<file path="src/rtl/fdec_pkg.sv">
package fdec_pkg;
  // Fixed architecture: two buses with two chip selects each.
  localparam int NUM_REGIONS = 4;
  localparam int REGION_IDX_W = $clog2(NUM_REGIONS);
  localparam int BUS_A_REGIONS = 2;

  typedef enum logic {
    BUS_A = 1'b0,
    BUS_B = 1'b1
  } fdec_bus_e;
endpackage

</file>
<file path="src/rtl/fdec_addr_norm.sv">
module fdec_addr_norm #(
  parameter int ADDR_W = 32
) (
  input  logic [ADDR_W-1:0] addr,
  input  logic [ADDR_W-1:0] base,
  input  logic              add_base,
  output logic [ADDR_W-1:0] eff_addr,
  output logic              below_base
);
  // Effective address wraps modulo 2^ADDR_W when the base is added.
  always_comb begin
    eff_addr   = add_base ? (addr + base) : addr;
    below_base = (eff_addr < base);
  end
endmodule

</file>
<file path="src/rtl/fdec_region_cmp.sv">
module fdec_region_cmp
  import fdec_pkg::*;
#(
  parameter int ADDR_W = 32
) (
  input  logic [ADDR_W-1:0]      eff_addr,
  input  logic [ADDR_W-1:0]      tops [NUM_REGIONS],
  input  logic                   single_bus,
  output logic [NUM_REGIONS-1:0] below_top
);
  // One strict less-than comparator per region; bus-B ones are gated off
  // in single-bus mode.
  for (genvar k = 0; k < NUM_REGIONS; k++) begin : g_cmp
    if (k < BUS_A_REGIONS) begin : g_bus_a
      assign below_top[k] = (eff_addr < tops[k]);
    end else begin : g_bus_b
      assign below_top[k] = !single_bus && (eff_addr < tops[k]);
    end
  end
endmodule

</file>
<file path="src/rtl/fdec_select.sv">
module fdec_select
  import fdec_pkg::*;
#(
  parameter int ADDR_W = 32
) (
  input  logic [ADDR_W-1:0]       eff_addr,
  input  logic [ADDR_W-1:0]       base,
  input  logic [ADDR_W-1:0]       tops [NUM_REGIONS],
  input  logic [NUM_REGIONS-1:0]  below_top,
  input  logic                    below_base,
  output logic [NUM_REGIONS-1:0]  sel,
  output logic [REGION_IDX_W-1:0] idx,
  output logic                    err,
  output logic [ADDR_W-1:0]       offset
);
  logic              found;
  logic [ADDR_W-1:0] lower;

  // Lowest-numbered match wins: scan from the top down so the last write
  // is the first region in A1, A2, B1, B2 order.
  always_comb begin
    found = 1'b0;
    idx   = '0;
    for (int k = NUM_REGIONS - 1; k >= 0; k--) begin
      if (below_top[k]) begin
        found = 1'b1;
        idx   = REGION_IDX_W'(k);
      end
    end
  end

  always_comb begin
    if (idx == '0) lower = base;
    else           lower = tops[idx - REGION_IDX_W'(1)];
    err = below_base || !found;
    if (err) begin
      sel    = '0;
      offset = '0;
    end else begin
      sel    = NUM_REGIONS'(1) << idx;
      offset = eff_addr - lower;
    end
  end
endmodule

</file>
<file path="src/rtl/flash_region_decoder.sv">
module flash_region_decoder
  import fdec_pkg::*;
#(
  parameter int ADDR_W = 32
) (
  input  logic                   clk,
  input  logic                   rst,
  input  logic                   in_valid,
  input  logic [ADDR_W-1:0]      in_addr,
  input  logic [ADDR_W-1:0]      cfg_base,
  input  logic                   cfg_add_base,
  input  logic                   cfg_single_bus,
  input  logic [ADDR_W-1:0]      cfg_top_a1,
  input  logic [ADDR_W-1:0]      cfg_top_a2,
  input  logic [ADDR_W-1:0]      cfg_top_b1,
  input  logic [ADDR_W-1:0]      cfg_top_b2,
  output logic                   out_valid,
  output logic [NUM_REGIONS-1:0] out_sel,
  output logic                   out_bus,
  output logic                   out_cs,
  output logic [ADDR_W-1:0]      out_offset,
  output logic                   out_err
);
  logic [ADDR_W-1:0]       tops [NUM_REGIONS];
  logic [ADDR_W-1:0]       eff_addr;
  logic                    below_base;
  logic [NUM_REGIONS-1:0]  below_top;
  logic [NUM_REGIONS-1:0]  nxt_sel;
  logic [REGION_IDX_W-1:0] nxt_idx;
  logic                    nxt_err;
  logic [ADDR_W-1:0]       nxt_offset;
  fdec_bus_e               nxt_bus;

  assign tops[0] = cfg_top_a1;
  assign tops[1] = cfg_top_a2;
  assign tops[2] = cfg_top_b1;
  assign tops[3] = cfg_top_b2;

  fdec_addr_norm #(.ADDR_W(ADDR_W)) u_norm (
    .addr       (in_addr),
    .base       (cfg_base),
    .add_base   (cfg_add_base),
    .eff_addr   (eff_addr),
    .below_base (below_base)
  );

  fdec_region_cmp #(.ADDR_W(ADDR_W)) u_cmp (
    .eff_addr   (eff_addr),
    .tops       (tops),
    .single_bus (cfg_single_bus),
    .below_top  (below_top)
  );

  fdec_select #(.ADDR_W(ADDR_W)) u_sel (
    .eff_addr   (eff_addr),
    .base       (cfg_base),
    .tops       (tops),
    .below_top  (below_top),
    .below_base (below_base),
    .sel        (nxt_sel),
    .idx        (nxt_idx),
    .err        (nxt_err),
    .offset     (nxt_offset)
  );

  // Region index bit 1 names the bus, bit 0 the chip select on it.
  assign nxt_bus = nxt_idx[1] ? BUS_B : BUS_A;

  always_ff @(posedge clk) begin
    if (rst) begin
      out_valid  <= 1'b0;
      out_sel    <= '0;
      out_bus    <= 1'b0;
      out_cs     <= 1'b0;
      out_offset <= '0;
      out_err    <= 1'b0;
    end else begin
      out_valid <= in_valid;
      if (in_valid) begin
        out_sel    <= nxt_sel;
        out_bus    <= nxt_err ? 1'b0 : nxt_bus;
        out_cs     <= nxt_err ? 1'b0 : nxt_idx[0];
        out_offset <= nxt_offset;
        out_err    <= nxt_err;
      end
    end
  end

  // at most one device selected.
  assert_sel_onehot_R3: assert property (@(posedge clk) disable iff (rst)
    out_valid |-> $onehot0(out_sel));

  // a flagged address drives no select.
  assert_err_no_sel_R6: assert property (@(posedge clk) disable iff (rst)
    (out_valid && out_err) |-> (out_sel == '0));

  // strobe follows the request by exactly one cycle.
  assert_valid_latency_R2: assert property (@(posedge clk) disable iff (rst)
    !$past(rst) |-> (out_valid == $past(in_valid)));

  // bus-B regions never chosen in single-bus mode.
  assert_single_bus_R7: assert property (@(posedge clk) disable iff (rst)
    (in_valid && cfg_single_bus) |=> (out_sel[3:2] == 2'b00));

  // result held while idle.
  assert_hold_idle_R8: assert property (@(posedge clk) disable iff (rst)
    !in_valid |=> ($stable(out_sel) && $stable(out_offset) && $stable(out_err)));
endmodule

</file>
<file path="config.mk">
export PLATFORM = sky130hd
export DESIGN_NAME = flash_region_decoder
export DESIGN_NICKNAME = d
export VERILOG_FILES = /design/src/rtl/fdec_pkg.sv /design/src/rtl/fdec_addr_norm.sv /design/src/rtl/fdec_region_cmp.sv /design/src/rtl/fdec_select.sv /design/src/rtl/flash_region_decoder.sv
export SDC_FILE = /design/constraint.sdc
export NUM_CORES = 1
export LEC_CHECK = 0
export BUFFER_PORTS_ARGS = -buffer_cell sky130_fd_sc_hd__buf_2
export CAP_MARGIN = 20
export CORE_MARGIN = 10
export CORE_UTILIZATION = 25
export CTS_BUF_LIST = sky130_fd_sc_hd__clkbuf_4 sky130_fd_sc_hd__clkbuf_8
export DETAILED_ROUTE_END_ITERATION = 8
export GPL_ROUTABILITY_DRIVEN = 0
export PLACE_DENSITY = 0.54
export SLEW_MARGIN = 20
export SYNTH_ARGS = -nofsm -noshare
export SYNTH_HDL_FRONTEND = slang
export SYNTH_SLANG_ARGS = --single-unit
</file>
<file path="constraint.sdc">
create_clock -name clk -period 11.1 [get_ports clk]
set_input_delay 1.11 -clock clk [delete_from_list [all_inputs] [get_ports clk]]
set_output_delay 1.11 -clock clk [all_outputs]
set_load 0.02 [all_outputs]
</file>
Word level (Yosys, flattened, before mapping)
Index checks and enable logic that the tools add are counted.
{ "classes": {"add_sub_neg": 3, "magnitude_cmp": 6, "n_shift": 1, "muxes": 18, "bitwise_logic": 1, "reduce_logical": 6} }
{ "op_table": {"columns": ["op", "n"], "rows": [
  ["$lt A32 B32 Y1", 5],
  ["$mux W32", 5],
  ["$bmux W32 S2", 1],
  ["$add A32 B32 Y32", 1],
  ["$sub A32 B32 Y32", 1],
  ["$mux W2", 4],
  ["$mux W1", 7],
  ["$mux W4", 1],
  ["$shl A1 B2 Y4 const A", 1],
  ["$ge A3 B3 Y1 const B", 1],
  ["$not A2 Y3", 1],
  ["$logic_and A1 B1 Y1", 2],
  ["$logic_not A1 Y1", 2],
  ["$logic_not A2 Y1", 1],
  ["$sub A2 B1 Y2 const B", 1],
  ["$logic_or A1 B1 Y1", 1]
]} }
{ "word_totals": {"reg_bits": 40} }

Depth between registers and ports, before layout
{ "logic_depth": {"ltp_word": 16, "mapped_depth": 43, "ltp_nobuf": 40} }

Cells and area by module
From an unflattened synthesis, not the netlist that was laid out.
{ "unflattened": {"cells_unflattened": 1356, "hier_area_um2": 10600.2} }
{ "by_module_without_submodules": {"columns": ["module", "n_inst", "cells_each", "area_per_inst_um2", "seq_area_each_um2"], "rows": [
  ["fdec_select", 1, 416, 3301.9, 0.0],
  ["fdec_region_cmp", 1, 444, 3111.7, 0.0],
  ["fdec_addr_norm", 1, 366, 2706.3, 0.0],
  ["flash_region_decoder", 1, 130, 1480.2, 800.8]
]} }

Worst setup path after synthesis
No wires, ideal clock.
{ "synth_path": {"path_kind": "input port to flip-flop", "from": "input in_addr[0]", "to": "register out_offset[27]", "arrival_time_ns": 10.150, "path_slack_ns": 0.823, "cell_stages": 42, "cell_sequence": "ha_1 inv_1 fa_1 nor2b_1 o21a_1 o21ai_1 a21o_1 o211ai_1 a41o_1 a221o_1 a311o_1 a21oi_1 xnor2_1 mux2_2 ha_1 nand3_1 or4_4 or3_1 [... 6 more ...] inv_1 ha_1 clkbuf_1 clkbuf_1 mux4_2 mux2i_1 ha_1 nor2b_1 o31a_1 o21ai_0 nor3_1 nor2_1 a21oi_1 and2_1 o21ai_0 or3b_2 a32oi_1 nor2_1"} }
{ "synth_between": {"elab_chain_cells": 16, "elab_cells_between_ends": 28, "classes_between": "add/sub (3); order compare (5); mux (14); bitwise (1); reduce/logical (5)"} }
{ "synth_lines": {"columns": ["item", "line_no", "source"], "rows": [
  ["start: declaration", "flash_region_decoder.sv:9", "input logic [ADDR_W-1:0] in_addr,"],
  ["$add A32 B32 Y32", "fdec_addr_norm.sv:12", "eff_addr = add_base ? (addr + base) : addr;"],
  ["$mux W32 *", "fdec_addr_norm.sv:12", null],
  ["$lt A32 B32 Y1", "fdec_region_cmp.sv:17", "assign below_top[k] = !single_bus && (eff_addr < tops[k]);"],
  ["$logic_and A1 B1 Y1", "fdec_region_cmp.sv:17", null],
  ["$mux W2 (4 in a row)", "fdec_select.sv:25", "if (below_top[k]) begin"],
  ["$sub A2 B1 Y2", "fdec_select.sv:34", "else lower = tops[idx - REGION_IDX_W'(1)];"],
  ["$not A2 Y3 (implied by the code)", "fdec_select.sv:34", null],
  ["$bmux W32 S2", "fdec_select.sv:34", null],
  ["$mux W32 (implied by the code) (2 in a row)", "fdec_select.sv:34", null],
  ["$mux W32", "fdec_select.sv:33", "if (idx == '0) lower = base;"],
  ["$sub A32 B32 Y32", "fdec_select.sv:41", "offset = eff_addr - lower;"],
  ["$mux W32 *", "fdec_select.sv:36", "if (err) begin"],
  ["end signal: assignment", "flash_region_decoder.sv:83", "out_offset <= nxt_offset;"],
  ["end: declaration", "flash_region_decoder.sv:21", "output logic [ADDR_W-1:0] out_offset,"]
]} }
Every way passes the cells marked *; elsewhere a longest branch is shown, timed or not. The select of a mux whose other input is x is not followed.
A chain may end at the register's enable or synchronous reset.

Final worst setup path
{ "layout_path": {"from": "input in_addr[0]", "to": "register out_offset[30]"} }
The elaborated chain is that of the path after synthesis.

==> out/results.tsv <==
stage	metric	value	unit
hold_path	hold_sp	out_sel[0]$_SDFFE_PP0P_	
synth	Yosys reg bits	40	
final_layout	multi-input logic area	8140	um^2
global_route	initial antenna violation count	30	
placement	port bufs	236	
placement	HPWL after DPL	34.9	mm
clocking	CTS tree	done	
worst_setup_path	CP max stage delay	0.52	ns
hold_path	worst hold endpoint	out_sel[0]$_SDFFE_PP0P_	
synth	yosys warns	0	
final_layout	register area	801	um^2
worst_setup_path	Setup CP Type	in2reg	
sta	fmax	96.8	MHz
floorplanning	Die ar.	47100	um^2
sta	minimum clock period	10.33	ns
power	sw frac	50.5	%
clocking	clock sink total	40	
synth	post-synthesis instance area	9700	um^2
synth	Syn Area/Cell	7.97	um^2
hold_path	WHS Path Cells	2	
sta	slew at the pin with the worst max-slew slack	0.915	ns
synth	syn_nets	1636	
detailed_routing	router iterations before antenna repair	5	
final_layout	layout cell share with drive strength beyond 1	22.9	%
sta	Period Utilization, post-route	93.0	%
clocking	CTS Buf Count	5	
clocking	H-tree depth	2	
global_route	maximum number of pins on one net before global-route repair	42	
global_route	GRT Total Usage	16.1	%
floorplanning	io pins	237	
sta	Setup Skew	0	ns
synth	simple-gate area share of the yosys netlist	13.5	%
floorplanning	Starting Density	25.2	%
detailed_routing	DR iter-0 viols	744	
synth	ys flop type	dfxtp_1	
worst_setup_path	Worst Path Required	11.29	ns
synth	number of synthesized flops with an enable pin	0	
synth	ys async rst share	0	%
sta	slew margin rel.	38.4	%
detailed_routing	wire length per cell	20.0	um
power	Worst VDD drop	0.0428	mV
clocking	clk_lat worst skew	0.29	ns
synth	sequential share of the synthesized area	8.26	%
synth	synthesized instance count	1216	
hold_path	Worst Hold Class	reg2reg	
sta	Pins Over Slew Limit	0	
clocking	postcts setup bufs	0	
detailed_routing	routed wire length	39.7	mm
synth	multiplexer area fraction after synthesis	13.5	%
global_route	grt met2 use	26.5	%
floorplanning	Die H	217	um
global_route	routing usage on met3	3.84	%
sta	Setup violations, final	0	
power	Clk pwr share	6.8	%
detailed_routing	DRC Markers	0	
synth	XOR/XNOR Fraction of Synth Area	4.52	%
worst_setup_path	reg-to-reg startpoint	out_offset[13]$_SDFFE_PP0P_	
sta	setup_tns	0	ns
sta	final hold violations	0	
global_route	GR peak layer	met2	
global_route	first-pass GRT wire length	59.9	mm
floorplanning	Core Box Area	38500	um^2
clocking	clock slew at reported path FFs	0.07	ns
clocking	hold_buf cts	0	
worst_setup_path	Critical-path top delay cell	or4_4	
detailed_routing	Routed Antenna Nets	0	
run_status	status	finished, final reports clean	
worst_setup_path	Critical Path AT	10.52	ns
detailed_routing	vias per inst	5.02	
floorplanning	Chip Width	217	um
clocking	clock tree buffer depth	2	
synth	library cells used by synthesis	69	
power	Pwr Density	131	nW/um^2
power	sequential power share	11.7	%
final_layout	post-layout net count	1870	
power	leakage	6.20	nW
worst_setup_path	R2R depth	2	
final_layout	Layout area overhead	21.0	%
worst_setup_path	Setup crit end kind	register	
final_layout	# fillers	4194	
global_route	grt met1 use	21.1	%
sta	RSZ-0062 raised after global routing	no	
clocking	CTS-repair resized insts	0	
synth	Synth Area in Adders	28.9	%
worst_setup_path	reg-to-reg slack, setup	10.38	ns
synth	largest family of logic cells by synthesized area	adder cells	
clocking	Root Driver	clkbuf_8	
flow_run	Max-cap violations	0	
final_layout	Layout Cells excl Fill	1988	
placement	Post-Place Cells	1961	
power	Internal Power	758	uW
detailed_routing	vias after detailed routing	9972	
power	Comb pwr share	81.5	%
power	switching power	774	uW
worst_setup_path	Crit Path Max Fanout	9	
synth	Compound-Gate Fraction of Synth Area	23.3	%
worst_setup_path	reg2reg end	out_offset[13]$_SDFFE_PP0P_	
worst_setup_path	startpoint type of the worst setup path	primary input	
global_route	vias in the first global route	10200	
floorplanning	Rows	72	
global_route	global route overflow	0	
kinds of logic (layout without fill, tap and decap cells):
family,Yosys count,in the layout
multiplexers,88,88
buffers and inverters,204,439
other,0,19
AND/OR/NAND/NOR,273,273
adder cells (fa/ha/maj),223,223
AO/OA/AOI/OAI,338,338
flip-flops,40,40
XOR/XNOR,50,50
registers in the layout, summed over array words and instances (netlist names):
name        count
out_offset     32
out_cs          1
out_valid       1
out_bus         1
out_sel         4
out_err         1
per-stage QoR:
step | setup slack (ns) | total power, mW | hold slack [ns] | utilization [%] | area (um^2)
6_report | 0.772 | 1.53 | 0.470 | 30.5 | 11700
5_1_grt | 0.0952 | 1.68 | 0.496 | 30.5 | 11700
4_1_cts | 0.612 | 1.53 | 0.473 | 30.3 | 11700
3_5_place_dp | 0.316 | 1.42 | 0.457 | 30.1 | 11600
3_3_place_gp | 0.523 | 1.41 | 0.454 | 30.1 | 11600
2_1_floorplan | 0.823 | 1.05 | 0.535 | - | 9700
worst max path at each step:
| stage | from | end | slack (ns) | cells after the start |
|---|---|---|---|---|
| after floorplan | in_addr[0] | out_offset[27]$_SDFFE_PP0P_ | 0.82 | 42 |
| after global placement | in_addr[0] | out_offset[27]$_SDFFE_PP0P_ | 0.52 | 41 |
| after detailed placement | in_addr[0] | out_offset[30]$_SDFFE_PP0P_ | 0.32 | 41 |
| after CTS | in_addr[0] | out_offset[30]$_SDFFE_PP0P_ | 0.61 | 41 |
| after global routing | in_addr[0] | out_offset[22]$_SDFFE_PP0P_ | 0.1 | 41 |
| final | in_addr[0] | out_offset[30]$_SDFFE_PP0P_ | 0.77 | 41 |
cell usage after synthesis (all sizes together) (8+ instances only):
master	n	area share [%]
ha	221	29
inv	177	6.9
nor2	92	3.6
a21oi	91	4.7
nand2	63	2.4
o21ai	56	2.9
a21o	50	3.9
dfxtp	40	8.3
mux2i	34	3.6
mux4	31	7.2
xnor2	29	2.6
a22oi	26	2.0
mux2	23	2.7
nand4	22	1.4
xor2	21	1.9
nor3	20	1.0
clkbuf	18	0.70
nand3	18	0.93
o21a	16	1.2
a211oi	14	1.1
nor2b	13	0.84
and3	11	0.71
o211ai	11	0.85
or3	11	0.71
buf	9	0.48
a221oi	8	0.72
per-layer routing:
layer	vias up	share of wire (%)	wire length, um
met4	22	1.4	546
met1	4675	46	18400
met3	48	5.8	2310
met2	266	46	18300
met5	-	0.29	116
li1	4961	-	-
final cells by class:
cell class | instances | area share [%]
sequential | 40 | 6.83
clock buffer | 7 | 0.768
tap | 518 | 5.53
antenna | 19 | 0.405
multi-input combinational | 972 | 69.4
inverter | 177 | 5.66
timing repair buffer | 254 | 11.3
clock inverter | 1 | 0.0640
cells in the final DEF (no fill, tap or decap), types with 13 or more instances in the layout:
| master | n |
|---|---|
| nand2_1 | 63 |
| a22oi_1 | 26 |
| o21a_1 | 16 |
| mux2i_1 | 33 |
| o21ai_0 | 53 |
| nor2_1 | 91 |
| a211oi_1 | 14 |
| xnor2_1 | 29 |
| mux2_2 | 23 |
| nor2b_1 | 13 |
| ha_1 | 219 |
| xor2_1 | 21 |
| diode_2 | 19 |
| nand4_1 | 22 |
| buf_2 | 236 |
| mux4_2 | 31 |
| a21o_1 | 50 |
| nand3_1 | 18 |
| buf_4 | 17 |
| dfxtp_1 | 40 |
| nor3_1 | 20 |
| a21oi_1 | 91 |
| inv_1 | 176 |
power by group through the flow:
stage | logic (mW) | registers (mW) | clock network [mW]
CTS | 1.25 | 0.179 | 0.107
global placement | 1.23 | 0.181 | 0
global route | 1.39 | 0.182 | 0.112
detailed placement | 1.24 | 0.182 | 0
finish | 1.25 | 0.179 | 0.105
floorplan | 0.840 | 0.208 | 0
worst max-delay path, delay by kind of cell:
kind	cells	cell delay [ns]
AOI/OAI and AO/OA	19	4.61
and+or+nand+nor	7	1.52
adders and majority gates	6	1.60
muxes	3	0.88
xor gates and xnor gates	2	0.27
buffers and inverters	4	0.47
No activity file was read; power rests on OpenSTA's default activity.
